===== src/rtl/dac_i2c_pkg.sv =====
// Shared types and word-layout constants for the DAC control port.
// Assumes a 16-bit control word that carries the power-down flag and the code.
package dac_i2c_pkg;

    localparam int WORD_W   = 16;
    localparam int BYTE_W   = 8;
    localparam int PD_POS   = 15;  // software power-down bit in the word
    localparam int CODE_LSB = 4;   // word bit that holds code bit 0

    typedef enum logic [2:0] {
        S_IDLE,   // waiting for a start
        S_ADDR,   // shifting the address byte
        S_AACK,   // driving the address acknowledge
        S_WBYTE,  // shifting a write data byte
        S_WACK,   // driving a data acknowledge
        S_RBYTE,  // shifting a read byte out
        S_RACK,   // sampling the master's ack or nack
        S_SKIP    // ignoring the bus until the next start or stop
    } link_state_e;

endpackage


===== src/rtl/i2c_pin_filter.sv =====
// Synchronizes one raw bus pin and removes pulses shorter than FILT_CYCLES.
// Assumes the pin idles high; the output flips only after the synchronized
// input has differed from it on FILT_CYCLES consecutive clocks.
module i2c_pin_filter #(
    parameter int FILT_CYCLES = 13
) (
    input  logic clk,
    input  logic rst_n,
    input  logic raw_i,
    output logic clean_o
);
    localparam int CNT_W = $clog2(FILT_CYCLES + 1);

    logic [1:0]       sync_q;
    logic [CNT_W-1:0] run_q;
    logic             clean_q;

    // Two-flop synchronizer for the asynchronous pin.
    always_ff @(posedge clk) begin
        if (!rst_n) sync_q <= 2'b11;
        else        sync_q <= {sync_q[0], raw_i};
    end

    // Count consecutive differing samples and flip once the run is long enough.
    always_ff @(posedge clk) begin
        if (!rst_n) begin
            run_q   <= '0;
            clean_q <= 1'b1;
        end else if (sync_q[1] == clean_q) begin
            run_q <= '0;
        end else if (run_q == CNT_W'(FILT_CYCLES - 1)) begin
            run_q   <= '0;
            clean_q <= sync_q[1];
        end else begin
            run_q <= run_q + 1'b1;
        end
    end

    assign clean_o = clean_q;


    glitch_filter_chk: assert property (@(posedge clk) disable iff (!rst_n)
        (clean_q != $past(clean_q)) |-> ($past(sync_q[1]) == clean_q));

endmodule


===== src/rtl/i2c_bus_cond.sv =====
// Turns the filtered SCL and SDA levels into single-cycle bus events.
// Assumes both inputs are already synchronized and deglitched.
module i2c_bus_cond (
    input  logic clk,
    input  logic rst_n,
    input  logic scl_i,
    input  logic sda_i,
    output logic scl_rise_o,
    output logic scl_fall_o,
    output logic start_o,
    output logic stop_o
);
    logic scl_p, sda_p;

    // Keep the previous levels of both lines for edge detection.
    always_ff @(posedge clk) begin
        if (!rst_n) begin
            scl_p <= 1'b1;
            sda_p <= 1'b1;
        end else begin
            scl_p <= scl_i;
            sda_p <= sda_i;
        end
    end

    // Decode edges and SDA transitions that happen while SCL stays high.
    always_comb begin
        scl_rise_o = scl_i & ~scl_p;
        scl_fall_o = ~scl_i & scl_p;
        start_o    = scl_i & scl_p & sda_p & ~sda_i;
        stop_o     = scl_i & scl_p & ~sda_p & sda_i;
    end

endmodule


===== src/rtl/dac_i2c_link.sv =====
// Byte-level target engine: address match, write assembly, read return,
// acknowledges, and the held word, code and power-down registers.
// Assumes single-cycle bus events from i2c_bus_cond and a filtered SDA level.
module dac_i2c_link
    import dac_i2c_pkg::*;
#(
    parameter int         CODE_W      = 10,
    parameter logic [6:0] DEV_ADDR    = 7'h0C,
    parameter int         IGNORE_LSBS = 2
) (
    input  logic              clk,
    input  logic              rst_n,
    input  logic              scl_rise_i,
    input  logic              scl_fall_i,
    input  logic              start_i,
    input  logic              stop_i,
    input  logic              sda_i,
    output logic              sda_pull_o,
    output logic [CODE_W-1:0] dac_code_o,
    output logic              sw_pd_o
);
    localparam logic [3:0] LAST_BIT = 4'(BYTE_W);

    link_state_e        state_q;
    logic [3:0]         bit_cnt_q;
    logic               byte_idx_q;
    logic [BYTE_W-1:0]  sh_q, hi_q, tx_q;
    logic               rw_q, ack_q, pull_q;
    logic [WORD_W-1:0]  in_reg_q;
    logic [CODE_W-1:0]  dac_q;
    logic               pd_q;

    logic               addr_hit, wr_commit, rd_clear, quiet;
    logic [WORD_W-1:0]  word_in;

    // Decode the address match and the commit and clear strobes.
    always_comb begin
        quiet     = !start_i && !stop_i;
        addr_hit  = sh_q[BYTE_W-1:1+IGNORE_LSBS] == DEV_ADDR[6:IGNORE_LSBS];
        word_in   = {hi_q, sh_q};
        wr_commit = quiet && state_q == S_WBYTE && scl_fall_i
                    && bit_cnt_q == LAST_BIT && byte_idx_q;
        rd_clear  = quiet && state_q == S_RBYTE && scl_fall_i
                    && bit_cnt_q == 4'd7 && byte_idx_q;
    end

    // Bus protocol state machine and SDA pull-low control.
    always_ff @(posedge clk) begin
        if (!rst_n) begin
            state_q    <= S_IDLE;
            bit_cnt_q  <= '0;
            byte_idx_q <= 1'b0;
            sh_q       <= '0;
            hi_q       <= '0;
            tx_q       <= '0;
            rw_q       <= 1'b0;
            ack_q      <= 1'b0;
            pull_q     <= 1'b0;
        end else if (stop_i) begin
            state_q <= S_IDLE;
            pull_q  <= 1'b0;
        end else if (start_i) begin
            state_q    <= S_ADDR;
            bit_cnt_q  <= '0;
            byte_idx_q <= 1'b0;
            pull_q     <= 1'b0;
        end else begin
            case (state_q)
                S_ADDR: begin
                    if (scl_rise_i) begin
                        sh_q      <= {sh_q[BYTE_W-2:0], sda_i};
                        bit_cnt_q <= bit_cnt_q + 1'b1;
                    end else if (scl_fall_i && bit_cnt_q == LAST_BIT) begin
                        if (addr_hit) begin
                            state_q <= S_AACK;
                            pull_q  <= 1'b1;
                            rw_q    <= sh_q[0];
                        end else begin
                            state_q <= S_SKIP;
                        end
                    end
                end
                S_AACK: begin
                    if (scl_fall_i) begin
                        bit_cnt_q <= '0;
                        if (rw_q) begin
                            state_q <= S_RBYTE;
                            tx_q    <= in_reg_q[WORD_W-1 -: BYTE_W];
                            pull_q  <= ~in_reg_q[WORD_W-1];
                        end else begin
                            state_q <= S_WBYTE;
                            pull_q  <= 1'b0;
                        end
                    end
                end
                S_WBYTE: begin
                    if (scl_rise_i) begin
                        sh_q      <= {sh_q[BYTE_W-2:0], sda_i};
                        bit_cnt_q <= bit_cnt_q + 1'b1;
                    end else if (scl_fall_i && bit_cnt_q == LAST_BIT) begin
                        state_q <= S_WACK;
                        pull_q  <= 1'b1;
                        if (!byte_idx_q) hi_q <= sh_q;
                    end
                end
                S_WACK: begin
                    if (scl_fall_i) begin
                        pull_q    <= 1'b0;
                        bit_cnt_q <= '0;
                        if (byte_idx_q) begin
                            state_q <= S_SKIP;
                        end else begin
                            byte_idx_q <= 1'b1;
                            state_q    <= S_WBYTE;
                        end
                    end
                end
                S_RBYTE: begin
                    if (scl_fall_i) begin
                        if (bit_cnt_q == 4'd7) begin
                            pull_q  <= 1'b0;
                            state_q <= S_RACK;
                        end else begin
                            tx_q      <= {tx_q[BYTE_W-2:0], 1'b0};
                            pull_q    <= ~tx_q[BYTE_W-2];
                            bit_cnt_q <= bit_cnt_q + 1'b1;
                        end
                    end
                end
                S_RACK: begin
                    if (scl_rise_i) begin
                        ack_q <= ~sda_i;
                    end else if (scl_fall_i) begin
                        if (ack_q && !byte_idx_q) begin
                            byte_idx_q <= 1'b1;
                            bit_cnt_q  <= '0;
                            tx_q       <= in_reg_q[BYTE_W-1:0];
                            pull_q     <= ~in_reg_q[BYTE_W-1];
                            state_q    <= S_RBYTE;
                        end else begin
                            state_q <= S_SKIP;
                        end
                    end
                end
                default: ;
            endcase
        end
    end

    // Held word, DAC code and software power-down registers.
    always_ff @(posedge clk) begin
        if (!rst_n) begin
            in_reg_q <= '0;
            dac_q    <= '0;
            pd_q     <= 1'b0;
        end else if (wr_commit) begin
            in_reg_q <= word_in;
            dac_q    <= word_in[CODE_LSB +: CODE_W];
            pd_q     <= word_in[PD_POS];
        end else if (rd_clear) begin
            in_reg_q <= '0;
        end
    end

    assign sda_pull_o = pull_q;
    assign dac_code_o = dac_q;
    assign sw_pd_o    = pd_q;


    start_enters_addr_chk: assert property (@(posedge clk) disable iff (!rst_n)
        start_i |=> (state_q == S_ADDR));


    ack_only_on_match_chk: assert property (@(posedge clk) disable iff (!rst_n)
        (state_q == S_AACK && $rose(pull_q)) |-> addr_hit);


    code_held_chk: assert property (@(posedge clk) disable iff (!rst_n)
        !wr_commit |=> ($stable(dac_q) && $stable(pd_q)));


    read_clears_chk: assert property (@(posedge clk) disable iff (!rst_n)
        rd_clear |=> (in_reg_q == '0 && $stable(dac_q)));


    idle_release_chk: assert property (@(posedge clk) disable iff (!rst_n)
        (state_q == S_IDLE || state_q == S_SKIP) |-> !pull_q);

endmodule


===== src/rtl/dac_i2c_ctrl.sv =====
// Top of the DAC control port: pin filters, bus condition decode, the target
// engine, and the asynchronous shutdown merge onto the power-down output.
// Assumes clk runs at least FILT_CYCLES*4 times faster than SCL.
module dac_i2c_ctrl #(
    parameter int         FILT_CYCLES = 13,
    parameter int         CODE_W      = 10,
    parameter logic [6:0] DEV_ADDR    = 7'h0C,
    parameter int         IGNORE_LSBS = 2
) (
    input  logic              clk,
    input  logic              rst_n,
    input  logic              scl_i,
    input  logic              sda_i,
    input  logic              shdn_n_i,
    output logic              sda_pull_o,
    output logic [CODE_W-1:0] dac_code_o,
    output logic              pd_o
);
    localparam int N_PINS = 2;

    logic [N_PINS-1:0] raw_pins, clean_pins;
    logic scl_rise, scl_fall, start_ev, stop_ev, sw_pd;

    assign raw_pins = {sda_i, scl_i};

    // One filter per bus pin.
    for (genvar p = 0; p < N_PINS; p++) begin : g_pin
        i2c_pin_filter #(.FILT_CYCLES(FILT_CYCLES)) i_filt (
            .clk     (clk),
            .rst_n   (rst_n),
            .raw_i   (raw_pins[p]),
            .clean_o (clean_pins[p])
        );
    end

    i2c_bus_cond i_cond (
        .clk        (clk),
        .rst_n      (rst_n),
        .scl_i      (clean_pins[0]),
        .sda_i      (clean_pins[1]),
        .scl_rise_o (scl_rise),
        .scl_fall_o (scl_fall),
        .start_o    (start_ev),
        .stop_o     (stop_ev)
    );

    dac_i2c_link #(
        .CODE_W      (CODE_W),
        .DEV_ADDR    (DEV_ADDR),
        .IGNORE_LSBS (IGNORE_LSBS)
    ) i_link (
        .clk        (clk),
        .rst_n      (rst_n),
        .scl_rise_i (scl_rise),
        .scl_fall_i (scl_fall),
        .start_i    (start_ev),
        .stop_i     (stop_ev),
        .sda_i      (clean_pins[1]),
        .sda_pull_o (sda_pull_o),
        .dac_code_o (dac_code_o),
        .sw_pd_o    (sw_pd)
    );

    // The shutdown pin bypasses the clock so it acts immediately.
    assign pd_o = sw_pd | ~shdn_n_i;

endmodule


===== config.mk =====
export PLATFORM = sky130hd
export DESIGN_NAME = dac_i2c_ctrl
export DESIGN_NICKNAME = d
export VERILOG_FILES = /design/src/rtl/dac_i2c_pkg.sv /design/src/rtl/i2c_pin_filter.sv /design/src/rtl/i2c_bus_cond.sv /design/src/rtl/dac_i2c_link.sv /design/src/rtl/dac_i2c_ctrl.sv
export SDC_FILE = /design/constraint.sdc
export NUM_CORES = 1
export LEC_CHECK = 0
export BUFFER_PORTS_ARGS = -buffer_cell sky130_fd_sc_hd__buf_4
export CORE_AREA = 2 2 132 83
export DETAILED_ROUTE_END_ITERATION = 16
export DIE_AREA = 0 0 134 85
export PLACE_DENSITY_LB_ADDON = 0.05
export SYNTH_ARGS = -nofsm -noshare
export SYNTH_HDL_FRONTEND = slang
export SYNTH_HIERARCHICAL = 1
export SYNTH_SLANG_ARGS = --single-unit

===== constraint.sdc =====
create_clock -name clk -period 2.9 [get_ports clk]
set_input_delay 0.435 -clock clk [delete_from_list [all_inputs] [get_ports clk]]
set_output_delay 0.435 -clock clk [all_outputs]
set_load 0.02 [all_outputs]

# After elaboration in Yosys (flattened, before gate mapping)

Cells that the tools add are included.
W data, S select, Z words.

Bits in registers: 77
Input bits: 5
Output and inout bits: 12
Logic and storage cells: 181

Add/sub/neg operators: 3
Equality and inequality tests: 41
Muxes and demuxes: 55
Bitwise gates (word level): 23
Reduce and logical (&&, ||, !) cells: 38

Operator list:

| operator              | number |
|---|---|
| $mux W7               | 7 |
| $mux W3               | 13 |
| $mux W16              | 2 |
| $mux W4               | 8 |
| $ne A3 B1 Y1 const B  | 8 |
| $reduce_and A11 Y1    | 2 |
| $pmux W7 S3           | 1 |
| $mux W1               | 19 |
| $ne A3 B2 Y1 const B  | 6 |
| $pmux W3 S6           | 1 |
| $reduce_and A6 Y1     | 3 |
| $ne A2 B1 Y1 const B  | 8 |
| $pmux W4 S4           | 1 |
| $not A1 Y1            | 15 |
| $add A4 B1 Y4 const B | 3 |
| $eq A4 B4 Y1 const B  | 3 |
| $ne A2 B2 Y1 const B  | 6 |
| $reduce_and A12 Y1    | 1 |
| $logic_and A1 B1 Y1   | 11 |
| $reduce_and A10 Y1    | 1 |
| $eq A3 B3 Y1 const B  | 3 |
| $reduce_and A9 Y1     | 1 |
| $reduce_or A3 Y1      | 3 |
| $reduce_and A4 Y1     | 2 |
| 18 further kinds      | 32 |

# Logic depth before layout (Yosys ltp)

Gate-level depths: netlist of the first run.

Word-level depth: 11
Depth in mapped cells: 9
Mapped depth without buffers: 7

# Modules after synthesis

The synthesis of the first run kept the hierarchy.

By module, submodules not included:

| module         | times used | cells an instance | area an instance (um^2) | seq. area each (um^2) |
|---|---|---|---|---|
| dac_i2c_link   | 1          | 316               | 2,845.2                 | 1,221.2 |
| i2c_pin_filter | 2          | 26                | 264.0                   | 140.1 |
| i2c_bus_cond   | 1          | 8                 | 85.1                    | 40.0 |
| dac_i2c_ctrl   | 1          | 1                 | 6.3                     | 0.0 |

# Worst setup path before layout of the first run

No wires, ideal clock.

Path kind: register to register
Start point: reg g_pin[1].i_filt.clean_q
End point: reg i_link.dac_q[1], in the netlist i_link/dac_code_o[1]
Library setup time: 0.128 ns
Data arrival time: 1.854 ns
Data required time: 2.772 ns
Slack: 0.918 ns
Cell stages (with the launch flop): 10
Path buffers: 3
Period minus slack after synthesis: 1.982 ns
Cells stage by stage: dfxtp_1 and4b_1 buf_2 nor4b_4 nand2_2 or3_1 buf_6 buf_6 mux2i_1 nor2_1

Longest elaborated chain between the ends: 8
Elaborated cells on any way between the ends: 10
Those cells by class: bitwise: 3; reduce/logical: 7

RTL lines:

| element                           | line                 | text |
|---|---|---|
| start, declared                   | i2c_pin_filter.sv:16 | `logic clean_q;` |
| start signal, assigned            | i2c_pin_filter.sv:33 | `clean_q <= sync_q[1];` |
| $not A1 Y1                        | i2c_bus_cond.sv:30   | `start_o = scl_i & scl_p & sda_p & ~sda_i;` |
| $and A1 B1 Y1                     | i2c_bus_cond.sv:30   |  |
| net start_ev                      | dac_i2c_ctrl.sv:22   | `logic scl_rise, scl_fall, start_ev, stop_ev, sw_pd;` |
| $logic_not A1 Y1                  | dac_i2c_link.sv:38   | `quiet = !start_i && !stop_i;` |
| $logic_and A1 B1 Y1               | dac_i2c_link.sv:38   |  |
| $logic_and A1 B1 Y1 (2 in series) | dac_i2c_link.sv:41   | `wr_commit = quiet && state_q == S_WBYTE && scl_fall_i` |
| $logic_and A1 B1 Y1 (2 in series) | dac_i2c_link.sv:42   | `&& bit_cnt_q == LAST_BIT && byte_idx_q;` |
| end signal, assigned              | dac_i2c_link.sv:158  | `dac_q <= word_in[CODE_LSB +: CODE_W];` |
| end, declared                     | dac_i2c_link.sv:30   | `logic [CODE_W-1:0] dac_q;` |

The timed path passes the listed nets, and every way through them passes these cells.
A chain may end at the register's enable or synchronous reset.

# Worst setup path after layout of the first run

Start point: reg i_link.state_q[0]
End point: reg i_link.state_q[0]

Longest elaborated chain between the ends: 3
Elaborated cells on any way between the ends: 20
Those cells by class: eq/ne: 16; mux: 2; reduce/logical: 2

RTL lines:

| element                                                           | line               | text |
|---|---|---|
| start, declared                                                   | dac_i2c_link.sv:24 | `link_state_e state_q;` |
| start signal, assigned                                            | dac_i2c_link.sv:50 | `state_q <= S_IDLE;` |
| start signal, assigned                                            | dac_i2c_link.sv:60 | `state_q <= S_IDLE;` |
| start signal, assigned                                            | dac_i2c_link.sv:63 | `state_q <= S_ADDR;` |
| $eq A3 B1 Y1, or another cell as far along                        | dac_i2c_link.sv:68 | `case (state_q)` |
| $reduce_bool A7 Y1 (no source line), or another cell as far along | -                  |  |
| $reduce_and A11 Y1 (no source line) or $mux W1 (tied branches)    | -                  |  |

Several ways; a longest one is shown, not always the timed one.

==> results of run 1 <==
## where the power goes
part	internal, uW	leakage (uW)	total [uW]	switching [uW]
clock	775	0.000158	1220	440
combinational	11.3	0.000794	37.2	26.0
sequential	1060	0.000621	1060	1.71
## final cells by class
type	count	area [sq um]
fill	1018	6133
clock inverter	6	86.33
timing repair buffer	31	232.7
clock buffer	10	239.0
sequential	77	1541
inverter	16	60.06
tap	139	173.9
multi-input combinational	261	1729
## metal layers
metal | part of all wire (%) | vias to the layer above | GRT usage, %
met5 | 0 | - | 0
met1 | 57 | 1275 | 26.83
li1 | - | 1391 | -
met4 | 0.69 | 0 | 4.352
met3 | 6.0 | 5 | 4.540
met2 | 36 | 55 | 20.65
## metrics by stage
step / hold slack [ns] / std cells
floorplan: 0.3863 / 377
global placement: 0.3890 / 524
detailed placement: 0.3917 / 524
CTS: 0.2692 / 540
global route: 0.2770 / 540
finish: 0.2843 / 540
## cell usage in the layout (no fill, tap or decap), types with 3 or more instances in the layout
master and instances:
sky130_fd_sc_hd__dfxtp_1 77, sky130_fd_sc_hd__nor2_1 39, sky130_fd_sc_hd__nand2_1 37, sky130_fd_sc_hd__buf_4 31
sky130_fd_sc_hd__mux2i_1 23, sky130_fd_sc_hd__a21oi_1 20, sky130_fd_sc_hd__a22o_1 16, sky130_fd_sc_hd__nand3_1 15
sky130_fd_sc_hd__nand2b_1 12, sky130_fd_sc_hd__inv_1 12, sky130_fd_sc_hd__o22ai_1 10, sky130_fd_sc_hd__clkbuf_16 9
sky130_fd_sc_hd__o21ai_1 8, sky130_fd_sc_hd__ha_1 6, sky130_fd_sc_hd__nor2b_1 6, sky130_fd_sc_hd__o2111ai_1 6
sky130_fd_sc_hd__xor2_1 4, sky130_fd_sc_hd__inv_2 4, sky130_fd_sc_hd__a211oi_1 4, sky130_fd_sc_hd__nor3_1 3
## flip-flops by register name, indices dropped and copies added, names as in the netlist
signal,count
i_link/in_reg_q,16
g_pin.i_filt/clean_o,2
i_link/byte_idx_q,1
i_link/bit_cnt_q,4
i_link/sda_pull_o,1
i_link/sh_q,8
i_link/state_q,3
i_link/sw_pd_o,1
i_cond/scl_p,1
i_cond/sda_p,1
g_pin.i_filt/sync_q,4
i_link/ack_q,1
g_pin.i_filt/run_q,8
i_link/dac_code_o,10
i_link/hi_q,8
i_link/rw_q,1
i_link/tx_q,7
## kinds of logic (layout without fill, tap and decap cells)
kind of cell | Yosys count | in the layout
flops | 77 | 77
fa+ha+maj | 6 | 6
mux | 23 | 23
xor+xnor | 6 | 6
buf+inv | 39 | 63
compound gates | 90 | 90
simple gates | 136 | 136
## worst min path at each step
stage	start	end	slack (ns)	depth (start not counted)
2_1_floorplan	g_pin[0].i_filt/sync_q[0]	g_pin[0].i_filt/sync_q[1]	0.39	1
3_3_place_gp	g_pin[1].i_filt/sync_q[0]	g_pin[1].i_filt/sync_q[1]	0.39	1
3_5_place_dp	g_pin[1].i_filt/sync_q[0]	g_pin[1].i_filt/sync_q[1]	0.39	1
4_1_cts	sda_i	g_pin[1].i_filt/sync_q[0]	0.27	2
5_1_grt	sda_i	g_pin[1].i_filt/sync_q[0]	0.28	2
6_report	scl_i	g_pin[0].i_filt/sync_q[0]	0.28	2
==> run summary, run 1 <==
cts repair resizes - 0
crit-path leading delay family - compound AO/OA/AOI/OAI gates
hold buffers post-CTS - 0
EDFF count, synth - 0
Die Height - 85 um
most frequent cells after synthesis - 77 x sky130_fd_sc_hd__dfxtp_1, 39 x sky130_fd_sc_hd__nor2_1, 37 x sky130_fd_sc_hd__nand2_1
sequential share of the synthesized area - 44.49%
initial DRC count - 223
Detail Route Antenna Nets - 0
cell at the root of the clock tree - sky130_fd_sc_hd__clkbuf_16
clock latency at the later pin of the worst-skew pair - 0.33 ns
share of the core filled with cells - 39.85%
cells traversed along the worst timing path - buf_4 > inv_2 > nor4_1 > o221a_2 > nor3_1 > a2111oi_0
leakage power - 0.001573 uW
Post-Syn Area per Cell - 9.190 sq um
peak ir drop on the vdd network - 0.3034 mV
required time of the worst setup path - 3.07 ns
maximum clock skew at final layout - 0.005514 ns
Max stage delay on crit path - 0.56 ns
parity-gate share of the synthesized area counting xor and xnor cells - 1.517%
routed via count - 2,726
final count of hold timing violations - 0
worst flop-to-flop path endpoint - i_link/state_q[0]
die area - 0.01139 sq mm
unrepaired setup endpoints after global routing - false
synthesized netlist net count - 388
Max Transition Viols Final - 0
share of the cycle needed by the critical path after routing - 78.64%
Setup crit start - i_link/state_q[0]
largest net degree at the start of global routing - 30
total of flip-flops plus latches after synthesis - 77
aggregate global routing overflow - 0
wire length of the first global-routing pass - 14,590 um
setup slack after placement - 0.7360 ns
Setup CP Type - reg2reg
number of setup violations in the final report - 0
Port-buffer cells - 16
adder and majority gate portion of the synthesized area - 2.167%
clock slew at reported path FFs - 0.06 ns
most instantiated flip-flop cell in the synthesis netlist - sky130_fd_sc_hd__dfxtp_1
launching element type of the critical path - register
Reg2Reg Depth - 6
Non-Filler Cell Area, Final - 0.004063 sq mm
CP Capture Point - i_link/state_q[0]
number of nets at the end of the flow - 407
row cnt - 29
post-layout minimum cycle time - 2.281 ns
area share of the largest cell type after synthesis - 44.49%
Fmax - 438.5 MHz
Hold Crit Class - in2reg
Post-CTS Setup Repair Bufs - 0
Cells after Synth - 377
area of the mapped netlist - 0.003465 sq mm
Synth cell types - 65
compound-cell area share of the yosys netlist - 18.60%
overall die width - 134 um
share of async-settable or async-resettable flops after synthesis - 0%
number of warnings reported in the yosys synthesis log - 6
data arrival time of the critical path - 2.45 ns
result of the run - finished clean
number of DRC violations after detailed routing - 0
total power after layout - 2315 uW
via count of the first global-routing pass - 2,639
sum of routed wire length over all layers - 8508 um
placer's final routability congestion estimate - 0.8456
transition time at the pin with the least slew margin - 0.7657 ns
element type at the critical path end - register
number of iterations in the first detailed-routing pass - 4
Starting Density - 33.98%
critical register-to-register path startpoint - i_link/state_q[0]
number of antenna violations at the first check in global routing - 0
post-synthesis share of cell area spent on and, or, nand and nor gates - 20.98%
antenna diode count - 0
layout-stage area growth over the synthesis result - 17.26%
cts bufs inserted - 9
mean routed wirelength per cell - 15.76 um
relative max-transition margin - 48.89%
# clock sinks - 77
Total Routing Usage GR - 16.57%
most frequent cell after synthesis - sky130_fd_sc_hd__dfxtp_1
CTS tree - yes
main combinational cell family by area after synthesis - simple AND/OR/NAND/NOR gates
standard cell area after detailed placement - 0.003737 sq mm
number of placed I/O pins - 17
detailed-placement wirelength estimate - 5998 um
count of maximum capacitance violations - 0
share of cells above drive strength 1 - 15.71%
mux contribution to synthesized area - 6.645%
via density per instance - 5.048
maximum clock insertion buffer count - 2
crit path max-delay cell type - sky130_fd_sc_hd__dfxtp_1
synth top area cells - sky130_fd_sc_hd__dfxtp_1 44%, sky130_fd_sc_hd__mux2i_1 6.6%, sky130_fd_sc_hd__nor2_1 4.2%
Critical path buffers and inverters - 2
CP Depth - 6
most area-hungry cell type in the Yosys netlist - sky130_fd_sc_hd__dfxtp_1
crit-path max FO - 16
Worst R2R Setup Slack - 0.62 ns
power density cells - 569.9 mW/mm^2
CTS HTree Levels - 3
Std-Cell Core Area - 0.01020 sq mm
min setup slack post-route - 0.6194 ns
total negative slack for setup checks - 0 ns
Note: power is estimated with default switching activity, not from simulation.
==> run 2, diff against run 1 <==
Clock period 2.9 ns to 2 ns, I/O delays scaled along.
==> run summary, run 2 (synthesis gave the netlist of run 1 again) <==
standard cell area after detailed placement - 0.003993 sq mm (+6.8%)
leading cell types in the layout, fill and taps excluded - 75 x sky130_fd_sc_hd__dfxtp_1, 55 x sky130_fd_sc_hd__buf_4, 39 x sky130_fd_sc_hd__nor2_1
row cnt - 29 (unchanged)
number of DRC violations after detailed routing - 0 (unchanged)
setup slack after placement - -0.05506 ns (-0.7910 ns)
power density cells - 739.7 mW/mm^2 (+30%)
element type at the critical path end - register
peak ir drop on the vdd network - 0.4888 mV (+61%)
Total Routing Usage GR - 17.48% (+0.91 points)
Max Transition Viols Final - 0 (unchanged)
crit-path max FO - 8 (-8)
maximum clock insertion buffer count - 2 (unchanged)
launching element type of the critical path - register
total negative slack for setup checks - 0 ns (unchanged)
cell at the root of the clock tree - sky130_fd_sc_hd__clkbuf_16
share of cells above drive strength 1 - 23.15% (+7.4 points)
number of nets at the end of the flow - 438 (+7.6%)
Hold Crit Endpoint - g_pin[0].i_filt/sync_q[0]
share of the cycle needed by the critical path after routing - 97.55% (+19 points)
via density per instance - 4.993 (-1.1%)
mean routed wirelength per cell - 16.30 um (+3.5%)
Global Route met3 Usage - 4.062% (-0.48 points)
number of placed I/O pins - 17 (unchanged)
Hold Crit Class - in2reg
number of setup violations in the final report - 0 (unchanged)
critical register-to-register path startpoint - i_cond/scl_p
initial DRC count - 152 (-32%)
leakage power - 0.001733 uW (+10%)
via count of the first global-routing pass - 2,713 (+2.8%)
post-layout minimum cycle time - 1.951 ns (-0.3297 ns)
number of iterations in the first detailed-routing pass - 4 (unchanged)
placer's final routability congestion estimate - 0.8277 (-2.1%)
Detail Route Antenna Nets - 0 (unchanged)
CTS HTree Levels - 3 (unchanged)
storage element area - 0.001544 sq mm (+0.16%)
result of the run - finished clean
met2 demand-to-capacity share in global routing - 21.72% (+1.1 points)
antenna diode count - 0 (unchanged)
unrepaired setup endpoints after global routing - true
routing layer with the top usage in global route - met1
wire length of the first global-routing pass - 15,130 um (+3.7%)
detailed-placement wirelength estimate - 6765 um (+13%)
die area - 0.01139 sq mm (unchanged)
aggregate global routing overflow - 0 (unchanged)
Fmax - 512.6 MHz (+17%)
Port-buffer cells - 16 (unchanged)
Starting Density - 33.98% (unchanged)
overall die width - 134 um (unchanged)
cts bufs inserted - 9 (unchanged)
Std-Cell Core Area - 0.01020 sq mm (unchanged)
worst flop-to-flop path endpoint - i_link/in_reg_q[9]
clock slew at reported path FFs - 0.06 ns (about the same)
# clock sinks - 77 (unchanged)
Most flops, register - i_link/in_reg_q
CTS tree - yes
area taken by multi-input logic gates - 0.001758 sq mm (+1.7%)
hold path startpoint - scl_i
count of maximum capacitance violations - 0 (unchanged)
number of cells on the worst hold path - 2 (unchanged)
Worst R2R Setup Slack - 0.05 ns (-0.57 ns)
number of inserted filler cells in the final layout - 1,005 (-1.3%)
met1 global-route usage - 28.35% (+1.5 points)
routed via count - 2,851 (+4.6%)
final count of hold timing violations - 0 (unchanged)
Setup crit start - i_cond/scl_p
min setup slack post-route - 0.04910 ns (-0.5703 ns)
number of flip-flops under the largest register name - 16 (unchanged)
layout-stage area growth over the synthesis result - 25.64%
Die Height - 85 um (unchanged)
Setup CP Type - reg2reg
Reg2Reg Depth - 7 (+1)
largest net degree at the start of global routing - 22 (-27%)
maximum clock skew at final layout - 0.005708 ns (+0.0001941 ns)
relative max-transition margin - 69.59% (+21 points)
most common cell after layout, fill and taps aside - sky130_fd_sc_hd__dfxtp_1
sum of routed wire length over all layers - 9308 um (+9.4%)
required time of the worst setup path - 2.28 ns (-0.79 ns)
Non-Filler Cell Area, Final - 0.004353 sq mm (+7.1%)
transition time at the pin with the least slew margin - 0.4514 ns (-0.3143 ns)
clock latency at the later pin of the worst-skew pair - 0.33 ns (about the same)
data arrival time of the critical path - 2.23 ns (-0.22 ns)
number of antenna violations at the first check in global routing - 0 (unchanged)
## run 2: cell types whose count changed in the layout (fill, tap and decap cells not counted), moves of 2 or more
| cell | previous run | this run |
|---|---|---|
| sky130_fd_sc_hd__dfxtp_1 | 77 | 75 |
| sky130_fd_sc_hd__and4b_2 | 0 | 2 |
| sky130_fd_sc_hd__clkbuf_1 | 0 | 2 |
| sky130_fd_sc_hd__buf_4 | 31 | 55 |
| sky130_fd_sc_hd__and4b_1 | 2 | 0 |
| sky130_fd_sc_hd__nor2b_2 | 0 | 2 |
| sky130_fd_sc_hd__nor2b_1 | 6 | 4 |
| sky130_fd_sc_hd__buf_6 | 0 | 2 |
| sky130_fd_sc_hd__dfxtp_2 | 0 | 2 |
| sky130_fd_sc_hd__buf_12 | 0 | 3 |
## run 2: through the flow
stage / instances / utilization, % / power (uW) / hold WS [ns]
global route: 571 / 42.69 / 3347 / 0.1356
floorplan: 377 / - / 1607 / 0.3619
global placement: 553 / 39.16 / 1634 / 0.3905
finish: 571 / 42.69 / 3220 / 0.1439
detailed placement: 553 / 39.16 / 1634 / 0.3965
CTS: 572 / 42.62 / 3268 / 0.1314
## run 2: cell type report
class                   count  share of cell area (%)
multi-input cells         262                   40.39
flip-flops and latches     77                   35.47
repair buffers             61                   12.01
clock buffers              12                   5.663
well taps                 139                   3.995
inverters                  16                   1.380
clock inverters             4                   1.092
## run 2: power by group
part | internal [uW] | total [uW] | switching [uW] | leakage [uW]
clock network | 997 | 1620 | 622 | 0.000143
registers | 1540 | 1540 | 2.45 | 0.000620
logic | 19.0 | 59.5 | 40.5 | 0.000970
total | 2550 | 3220 | 665 | 0.00173
## run 2: what timing repair did
| item | CTS | global route |
|---|---|---|
| resized for setup | 3 | 9 |
| setup buffers | 2 | 0 |
| pin swaps | 4 | 10 |
| endpoints found under the setup margin | 16 | 36 |
| hold endpoints to repair | 0 | 0 |
| hold buffers | 0 | 0 |
| cloned | 2 | 0 |
## run 2: worst max-delay path, cell delays in order (launching register included)
cell and delay, ns:
sky130_fd_sc_hd__dfxtp_2 0.33, sky130_fd_sc_hd__and4b_2 0.26, sky130_fd_sc_hd__nor4b_4 0.30, sky130_fd_sc_hd__nand2_2 0.10
sky130_fd_sc_hd__or3_4 0.39, sky130_fd_sc_hd__buf_12 0.17, sky130_fd_sc_hd__nor2_4 0.19, sky130_fd_sc_hd__a22o_1 0.15
## run 2: routing by layer
layer	part of all wire, %	vias up
li1	-	1449
met1	59	1345
met2	36	46
met3	3.6	11
met4	1.3	0
met5	0	-
## run 2: worst max path at each step
stage                                 to  depth (start not counted)
floorplan           i_link/dac_code_o[1]                          9
global placement     i_link/in_reg_q[11]                          8
detailed placement    i_link/in_reg_q[5]                          8
CTS                 i_link/dac_code_o[1]                          7
global route           i_link/state_q[0]                          7
finish                i_link/in_reg_q[9]                          7
